**config.mk**
```make
export PLATFORM = sky130hd
export DESIGN_NAME = cmp_channel_bank
export DESIGN_NICKNAME = d
export VERILOG_FILES = /design/src/rtl/cmp_pkg.sv /design/src/rtl/cmp_reset_sync.sv /design/src/rtl/cmp_bus_decode.sv /design/src/rtl/cmp_channel.sv /design/src/rtl/cmp_channel_bank.sv
export SDC_FILE = /design/constraint.sdc
export NUM_CORES = 1
export LEC_CHECK = 0
export BUFFER_PORTS_ARGS = -buffer_cell sky130_fd_sc_hd__buf_2
export CAP_MARGIN = 10
export CORE_AREA = 2 2 190 136
export CTS_CLUSTER_DIAMETER = 50
export CTS_CLUSTER_SIZE = 10
export DETAILED_ROUTE_END_ITERATION = 8
export DIE_AREA = 0 0 192 138
export PLACE_DENSITY = 0.79
export SLEW_MARGIN = 10
export SYNTH_ARGS = -nofsm -noshare
export SYNTH_HDL_FRONTEND = slang
export SYNTH_SLANG_ARGS = --single-unit
```
**constraint.sdc**
```tcl
create_clock -name clk -period 12.15 [get_ports clk]
set_input_delay 2.43 -clock clk [delete_from_list [all_inputs] [get_ports clk]]
set_output_delay 2.43 -clock clk [all_outputs]
set_load 0.01 [all_outputs]
```
**src/rtl/cmp_pkg.sv**
```systemverilog
package cmp_pkg;

  localparam int unsigned CMP_N_CH    = 4;
  localparam int unsigned CMP_CNT_W   = 31;
  localparam int unsigned CMP_DATA_W  = 32;
  localparam int unsigned CMP_ADDR_W  = 12;
  localparam int unsigned CMP_MODE_W  = 4;

  localparam logic [CMP_MODE_W-1:0] MODE_OFF    = 4'h0;
  localparam logic [CMP_MODE_W-1:0] MODE_TOGGLE = 4'h5;
  localparam logic [CMP_MODE_W-1:0] MODE_PULSE  = 4'hF;

  // control/status byte: bit7 flag, bit6 irq enable, bits5:2 mode,
  // bit1 reserved (reads 0), bit0 DMA request enable
  typedef struct packed {
    logic                  flag;
    logic                  ie;
    logic [CMP_MODE_W-1:0] mode;
    logic                  rsv;
    logic                  dre;
  } chan_ctrl_t;

  localparam int unsigned CTRL_W = $bits(chan_ctrl_t);

endpackage

```
**src/rtl/cmp_reset_sync.sv**
```systemverilog
module cmp_reset_sync (
  input  logic clk,
  input  logic rst_n,
  output logic rst_sync_n
);

  logic [1:0] sync_q;

  always_ff @(posedge clk or negedge rst_n) begin
    if (!rst_n) sync_q <= 2'b00;
    else        sync_q <= {sync_q[0], 1'b1};
  end

  assign rst_sync_n = sync_q[1];

endmodule

```
**src/rtl/cmp_bus_decode.sv**
```systemverilog
module cmp_bus_decode #(
  parameter int unsigned N_CH      = 4,
  parameter int unsigned CNT_W     = 31,
  parameter int unsigned ADDR_W    = 12,
  parameter int unsigned DATA_W    = 32,
  parameter int unsigned CTRL_W    = 8,
  parameter int unsigned CH_BASE   = 32'h608,
  parameter int unsigned CH_STRIDE = 8,
  parameter int unsigned GSR_ADDR  = 32'h604
) (
  input  logic                          bus_wr_i,
  input  logic [ADDR_W-1:0]             bus_addr_i,
  input  logic [N_CH-1:0][CTRL_W-1:0]   ctrl_rd_i,
  input  logic [N_CH-1:0][CNT_W-1:0]    cmp_rd_i,
  input  logic [N_CH-1:0]               flag_i,
  output logic [N_CH-1:0]               ctrl_we_o,
  output logic [N_CH-1:0]               cmp_we_o,
  output logic [DATA_W-1:0]             rdata_o
);

  localparam int unsigned STRIDE_LG = $clog2(CH_STRIDE);
  localparam int unsigned SLOT_W    = ADDR_W - STRIDE_LG;
  localparam logic [ADDR_W-1:0] BASE_A = ADDR_W'(CH_BASE);
  localparam logic [ADDR_W-1:0] SPAN_A = ADDR_W'(N_CH * CH_STRIDE);
  localparam logic [ADDR_W-1:0] GSR_A  = ADDR_W'(GSR_ADDR);

  logic [ADDR_W-1:0] off;
  logic              in_range;
  logic              is_cmp;
  logic [N_CH-1:0]   slot_hit;

  assign off      = bus_addr_i - BASE_A;
  assign in_range = (bus_addr_i >= BASE_A) && (off < SPAN_A) &&
                    (off[STRIDE_LG-2:0] == '0);
  assign is_cmp   = off[STRIDE_LG-1];

  for (genvar g = 0; g < N_CH; g++) begin : g_slot
    assign slot_hit[g]  = in_range && (off[ADDR_W-1:STRIDE_LG] == SLOT_W'(g));
    assign ctrl_we_o[g] = bus_wr_i && slot_hit[g] && !is_cmp;
    assign cmp_we_o[g]  = bus_wr_i && slot_hit[g] &&  is_cmp;
  end

  always_comb begin
    rdata_o = '0;
    if (bus_addr_i == GSR_A) begin
      rdata_o[N_CH-1:0] = flag_i;
    end
    for (int i = 0; i < N_CH; i++) begin
      if (slot_hit[i]) begin
        if (is_cmp) rdata_o[CNT_W-1:0]  = cmp_rd_i[i];
        else        rdata_o[CTRL_W-1:0] = ctrl_rd_i[i];
      end
    end
  end

endmodule

```
**src/rtl/cmp_channel.sv**
```systemverilog
module cmp_channel
  import cmp_pkg::*;
#(
  parameter int unsigned CNT_W = 31
) (
  input  logic             clk,
  input  logic             rst_n,
  input  logic [CNT_W-1:0] count_i,
  input  logic             tick_i,
  input  logic             ctrl_we_i,
  input  logic             cmp_we_i,
  input  logic [CTRL_W-1:0] ctrl_wdata_i,
  input  logic [CNT_W-1:0] cmp_wdata_i,
  output chan_ctrl_t       ctrl_o,
  output logic [CNT_W-1:0] active_o,
  output logic             nvld_o,
  output logic             pin_o,
  output logic             irq_o
);

  chan_ctrl_t       ctrl_q,   ctrl_d;
  logic [CNT_W-1:0] active_q, active_d;
  logic [CNT_W-1:0] next_q,   next_d;
  logic             nvld_q,   nvld_d;
  logic             tog_q,    tog_d;
  logic             pulse_q,  pulse_d;
  logic             armed;
  logic             match;
  logic             ctrl_en;
  logic             cmp_en;
  logic             pin_en;
  chan_ctrl_t       wr_ctrl;
  logic             unused_rsv;

  assign wr_ctrl    = chan_ctrl_t'(ctrl_wdata_i);
  assign unused_rsv = wr_ctrl.rsv;
  assign armed      = (ctrl_q.mode != MODE_OFF);
  assign match      = tick_i && armed && (count_i == active_q);

  // control/status next state
  always_comb begin
    ctrl_d = ctrl_q;
    if (ctrl_we_i) begin
      ctrl_d.dre  = wr_ctrl.dre;
      ctrl_d.mode = wr_ctrl.mode;
      ctrl_d.ie   = wr_ctrl.ie;
      if (wr_ctrl.flag) ctrl_d.flag = 1'b0;
    end
    if (match) ctrl_d.flag = 1'b1;
    ctrl_d.rsv = 1'b0;
  end

  // double-buffered compare next state
  always_comb begin
    active_d = active_q;
    next_d   = next_q;
    nvld_d   = nvld_q;
    if (match && nvld_q) begin
      active_d = next_q;
      nvld_d   = 1'b0;
    end
    if (cmp_we_i) begin
      if (!armed) begin
        active_d = cmp_wdata_i;
        nvld_d   = 1'b0;
      end else begin
        next_d = cmp_wdata_i;
        nvld_d = 1'b1;
      end
    end
    if (ctrl_we_i && (wr_ctrl.mode == MODE_OFF)) nvld_d = 1'b0;
  end

  // pin action next state
  always_comb begin
    tog_d   = tog_q;
    pulse_d = match && (ctrl_q.mode == MODE_PULSE);
    if (match && (ctrl_q.mode == MODE_TOGGLE)) tog_d = ~tog_q;
    if (ctrl_d.mode != MODE_TOGGLE) tog_d = 1'b0;
    if (ctrl_d.mode == MODE_OFF) pulse_d = 1'b0;
  end

  assign ctrl_en = ctrl_we_i || match;
  assign cmp_en  = cmp_we_i || match || ctrl_we_i;
  assign pin_en  = ctrl_we_i || match || pulse_q;

  always_ff @(posedge clk or negedge rst_n) begin
    if (!rst_n) begin
      ctrl_q <= '0;
    end else if (ctrl_en) begin
      ctrl_q <= ctrl_d;
    end
  end

  always_ff @(posedge clk or negedge rst_n) begin
    if (!rst_n) begin
      active_q <= '0;
      next_q   <= '0;
      nvld_q   <= 1'b0;
    end else if (cmp_en) begin
      active_q <= active_d;
      next_q   <= next_d;
      nvld_q   <= nvld_d;
    end
  end

  always_ff @(posedge clk or negedge rst_n) begin
    if (!rst_n) begin
      tog_q   <= 1'b0;
      pulse_q <= 1'b0;
    end else if (pin_en) begin
      tog_q   <= tog_d;
      pulse_q <= pulse_d;
    end
  end

  assign ctrl_o   = ctrl_q;
  assign active_o = active_q;
  assign nvld_o   = nvld_q;
  assign pin_o    = tog_q | pulse_q;
  assign irq_o    = ctrl_q.flag & ctrl_q.ie;

endmodule

```
**src/rtl/cmp_channel_bank.sv**
```systemverilog
module cmp_channel_bank
  import cmp_pkg::*;
#(
  parameter int unsigned N_CH      = CMP_N_CH,
  parameter int unsigned CNT_W     = CMP_CNT_W,
  parameter int unsigned ADDR_W    = CMP_ADDR_W,
  parameter int unsigned DATA_W    = CMP_DATA_W,
  parameter int unsigned CH_BASE   = 32'h608,
  parameter int unsigned CH_STRIDE = 8,
  parameter int unsigned GSR_ADDR  = 32'h604
) (
  input  logic              clk,
  input  logic              rst_n,
  input  logic [CNT_W-1:0]  count_i,
  input  logic              tick_i,
  input  logic              bus_wr_i,
  input  logic [ADDR_W-1:0] bus_addr_i,
  input  logic [DATA_W-1:0] bus_wdata_i,
  output logic [DATA_W-1:0] bus_rdata_o,
  output logic [N_CH-1:0]   pin_o,
  output logic              irq_o
);

  logic                            rst_sync_n;
  logic [N_CH-1:0]                 ctrl_we;
  logic [N_CH-1:0]                 cmp_we;
  logic [N_CH-1:0][CTRL_W-1:0]     ctrl_rd;
  logic [N_CH-1:0][CNT_W-1:0]      active_arr;
  logic [N_CH-1:0][CMP_MODE_W-1:0] mode_arr;
  logic [N_CH-1:0]                 flag_vec;
  logic [N_CH-1:0]                 ie_vec;
  logic [N_CH-1:0]                 nvld_vec;
  logic [N_CH-1:0]                 ch_irq;
  logic                            unused_wdata_hi;

  assign unused_wdata_hi = ^bus_wdata_i[DATA_W-1:CNT_W];

  cmp_reset_sync u_rst (
    .clk        (clk),
    .rst_n      (rst_n),
    .rst_sync_n (rst_sync_n)
  );

  cmp_bus_decode #(
    .N_CH      (N_CH),
    .CNT_W     (CNT_W),
    .ADDR_W    (ADDR_W),
    .DATA_W    (DATA_W),
    .CTRL_W    (CTRL_W),
    .CH_BASE   (CH_BASE),
    .CH_STRIDE (CH_STRIDE),
    .GSR_ADDR  (GSR_ADDR)
  ) u_dec (
    .bus_wr_i   (bus_wr_i),
    .bus_addr_i (bus_addr_i),
    .ctrl_rd_i  (ctrl_rd),
    .cmp_rd_i   (active_arr),
    .flag_i     (flag_vec),
    .ctrl_we_o  (ctrl_we),
    .cmp_we_o   (cmp_we),
    .rdata_o    (bus_rdata_o)
  );

  for (genvar g = 0; g < N_CH; g++) begin : g_ch
    chan_ctrl_t ctrl_s;

    cmp_channel #(
      .CNT_W (CNT_W)
    ) u_ch (
      .clk          (clk),
      .rst_n        (rst_sync_n),
      .count_i      (count_i),
      .tick_i       (tick_i),
      .ctrl_we_i    (ctrl_we[g]),
      .cmp_we_i     (cmp_we[g]),
      .ctrl_wdata_i (bus_wdata_i[CTRL_W-1:0]),
      .cmp_wdata_i  (bus_wdata_i[CNT_W-1:0]),
      .ctrl_o       (ctrl_s),
      .active_o     (active_arr[g]),
      .nvld_o       (nvld_vec[g]),
      .pin_o        (pin_o[g]),
      .irq_o        (ch_irq[g])
    );

    assign ctrl_rd[g]  = ctrl_s;
    assign mode_arr[g] = ctrl_s.mode;
    assign flag_vec[g] = ctrl_s.flag;
    assign ie_vec[g]   = ctrl_s.ie;
  end

  assign irq_o = |ch_irq;

endmodule

```
==> results.sh <==
export IMPL_power_frac_comb_pct=5.4
export IMPL_critical_path_max_fanout=46
export IMPL_core_area_mm2=0.0250
export IMPL_period_needed_ns=7.77
export IMPL_use_met2_pct=51.0
export IMPL_synthTopCellsByArea="dfrtp_1, mux2_2, xnor2_1, o22a_1, o21a_1"
export IMPL_cp_depth=6
export IMPL_cts_tree="done"
export IMPL_cp_arrival_ns=5.34
export IMPL_post_route_period_util_pct=63.9
export IMPL_synth_area_leader_cell="dfrtp_1"
export IMPL_hold_viol_final=0
export IMPL_hp_class="reg2async"
export IMPL_reg2reg_from="g_ch[2].u_ch.ctrl_o[3]"
export IMPL_dr_pass1_iters=9
export IMPL_critPathRequiredTime_ns=9.72
export IMPL_placed_cell_area_mm2=0.0155
export IMPL_maxCapViolCount=0
export IMPL_cts_buffers=36
export IMPL_post_place_ws_ns=4.47
export IMPL_grt_pass1_wl_um=72000
export IMPL_n_fill_cell=1977
export IMPL_synth_warnings=0
export IMPL_nets=1481
export IMPL_wl_per_cell_um=27.2
export IMPL_holdWs_ns=0.283
export IMPL_syn_cell_area_mm2=0.0148
export IMPL_io_pins=116
export IMPL_drv_slew=0
export IMPL_crit_start="bus_addr_i[11]"
export IMPL_wl_um=47400
export IMPL_row_count=49
export IMPL_ctsHoldBuffers=0
export IMPL_critical_path_max_stage_delay_ns=0.84
export IMPL_synth_edf_count=0
export IMPL_seqCellArea_mm2=0.00726
export IMPL_die_area_mm2=0.0265
export IMPL_final_setup_viol_count=0
export IMPL_overflow=0
export IMPL_synth_nets=1420
export IMPL_worstMarginPinSlew_ns=1.39
export IMPL_start_util_pct=59.2
export IMPL_reg2reg_slack_ns=8.87
export IMPL_finalSetupTns_ns=0
export IMPL_synth_cell_type_count=54
export IMPL_grt_use_met1_pct=54.4
export IMPL_grt_max_degree=181
export IMPL_htreeDepth=2
export IMPL_skew_ns=0.0152
export IMPL_crit_chain="buf_2 -> or4_1 -> nor3b_1 -> nand3_2 -> a31oi_1 -> buf_2"
export IMPL_drc_errors=0
export IMPL_intPower_mw=1.57
export IMPL_crit_path_end="bus_rdata_o[10]"
export IMPL_syn_inst=1341
export IMPL_place_congestion=1.00
export IMPL_ys_seq_elements=290
export IMPL_cts_buffer_depth=3
export IMPL_vias_per_cell=6.87
export IMPL_die_w_um=192
export IMPL_ctsResizeCount=0
export IMPL_power_frac_seq_pct=47.7
export IMPL_syn_avg_cell_area_um2=11.0
export IMPL_crit_buf_inv=2
export IMPL_r2r_end="g_ch[2].u_ch.active_o[15]"
export IMPL_drtIter0Drc=1792
export IMPL_grt_pass1_vias=11700
export IMPL_power_frac_clock_pct=46.9
export IMPL_multi_input_area_mm2=0.00695
export IMPL_rr_worst_depth=6
export IMPL_path_clk_slew_ns=0.05
export IMPL_startpoint_type="input pin"
export IMPL_clock_fmax_mhz=129
export IMPL_layout_setup_ws_ns=4.38
export IMPL_clock_sinks=290
export IMPL_cts_setup_buffers=0
export IMPL_place_hpwl_um=31900
export IMPL_status="complete, no violations"
export IMPL_synthArstFlopShare_pct=100
export IMPL_stdcell_area_mm2=0.0165
export IMPL_switchingPower_mw=0.473
export IMPL_clock_latency_ns=0.51
export IMPL_track_usage_pct=36.2
export IMPL_dieHeight_um=138
export IMPL_crit_slowest_cell="nand3_2"
export IMPL_place_port_buffers=113
export IMPL_worst_path_most_repeated_cell="buf_2"
export IMPL_cp_end_kind="output port"
export IMPL_yosysTopAreaCellShare_pct=49.0
export IMPL_busiest_layer="met1"
export IMPL_ir_drop_mv=0.100
export IMPL_cts_root_buf="clkbuf_16"
export IMPL_power_density_mw_per_mm2=124
export IMPL_crit_type="in2out"
export IMPL_final_layout_size_suffix_gt1_share_pct=23.8
export IMPL_swShare_pct=23.2
export IMPL_seq_area_frac_synth_pct=49.0
export IMPL_use_met3_pct=8.78
export IMPL_leakage_nw=7.55
export IMPL_vias=12000
export IMPL_areaGrowthSynthToFinish_pct=11.4
export IMPL_crit_family="simple AND/OR/NAND/NOR gates"
export IMPL_relSlewSlack_pct=6.45
export IMPL_synthFlopType="dfrtp_1"
export IMPL_grt_antenna_before_repair=2
export IMPL_antenna_left=0
export IMPL_rsz0062_at_grt="false"
cell families (layout without fill, tap and decap cells):
logic type,count (synthesis),in the layout,synth area share (%)
other,2,4,0.0507
AO/OA/AOI/OAI,345,345,17.3
flip-flops,290,290,49.0
buffers and inverters,147,214,4.22
XOR/XNOR,125,125,7.40
multiplexers,171,171,12.8
AND/OR/NAND/NOR,261,261,9.30
synth_stat cells (all sizes together), types with 2 or more instances:
master and n:
a211o 4, a211oi 2, a21oi 48, a222oi 15, a22oi 12, a31oi 9
and2 5, and3 5, buf 20, clkbuf 90, conb 2, dfrtp 290
inv 37, mux2 142, mux2i 29, nand2 60, nand2b 4, nand3 19
nand3b 2, nand4 52, nand4b 2, nor2 46, nor3 16, nor4 19
nor4bb 4, o211ai 3, o21a 93, o21ai 13, o221ai 4, o22a 97
o22ai 38, or2 7, or3 8, or4 9, xnor2 118, xor2 7
per-layer routing:
metal,part of all wire [%],vias to the layer above
li1,-,5048
met1,42,5969
met2,42,813
met3,12,134
met4,3.8,2
met5,0.027,-
final cells by class:
cell class                 instances  area share, %
antenna                            2         0.0303
clock buffer                      39           5.72
clock inverter                     5          0.319
inverter                          37          0.842
multi-input combinational        904           42.1
sequential                       290           44.0
tap                              331           2.51
timing repair buffer             133           4.42
power groups by stage:
stage | Sequential [mW] | Combinational (mW) | Clock, mW
after floorplan | 1.00 | 0.0474 | 0
after global placement | 0.990 | 0.105 | 0
after detailed placement | 0.990 | 0.107 | 0
after CTS | 0.973 | 0.108 | 0.963
after global routing | 0.973 | 0.117 | 1.01
final | 0.973 | 0.110 | 0.958
metrics by stage:
step | std cells | util (%) | power [mW]
6_report | 1741 | 65.9 | 2.04
5_1_grt | 1740 | 65.9 | 2.10
4_1_cts | 1739 | 65.9 | 2.04
3_5_place_dp | 1695 | 61.9 | 1.10
3_3_place_gp | 1695 | 61.9 | 1.10
2_1_floorplan | 1341 | - | 1.05
how the worst min path moves through the flow:
stage	start	end	slack, ns	cells after the start
floorplan	u_rst.sync_q[0]	u_rst.sync_q[1]	0.33	0
global placement	u_rst.sync_q[1]	g_ch[0].u_ch.active_o[6]	0.29	0
detailed placement	u_rst.sync_q[1]	g_ch[0].u_ch.next_q[6]	0.30	0
CTS	u_rst.sync_q[1]	g_ch[1].u_ch.next_q[1]	0.31	0
global route	u_rst.sync_q[1]	g_ch[1].u_ch.next_q[1]	0.33	0
finish	u_rst.sync_q[1]	g_ch[1].u_ch.next_q[1]	0.28	0
flip-flops by register name, indices dropped and copies added (netlist names):
signal,cells
g_ch.u_ch.active_o,124
g_ch.u_ch.next_q,124
g_ch.u_ch.ctrl_o,28
g_ch.u_ch.nvld_o,4
g_ch.u_ch.pulse_q,4
g_ch.u_ch.tog_q,4
u_rst.sync_q,2
cell usage in the layout (no fill, tap or decap), types with 38 or more instances in the layout:
master	instances
nor2_1	43
nand4_1	52
o21a_1	93
nand2_1	59
o22ai_1	38
mux2_2	142
xnor2_1	118
dfrtp_1	289
a21oi_1	48
buf_2	113
o22a_1	97
No activity file was read; power rests on OpenSTA's default activity.
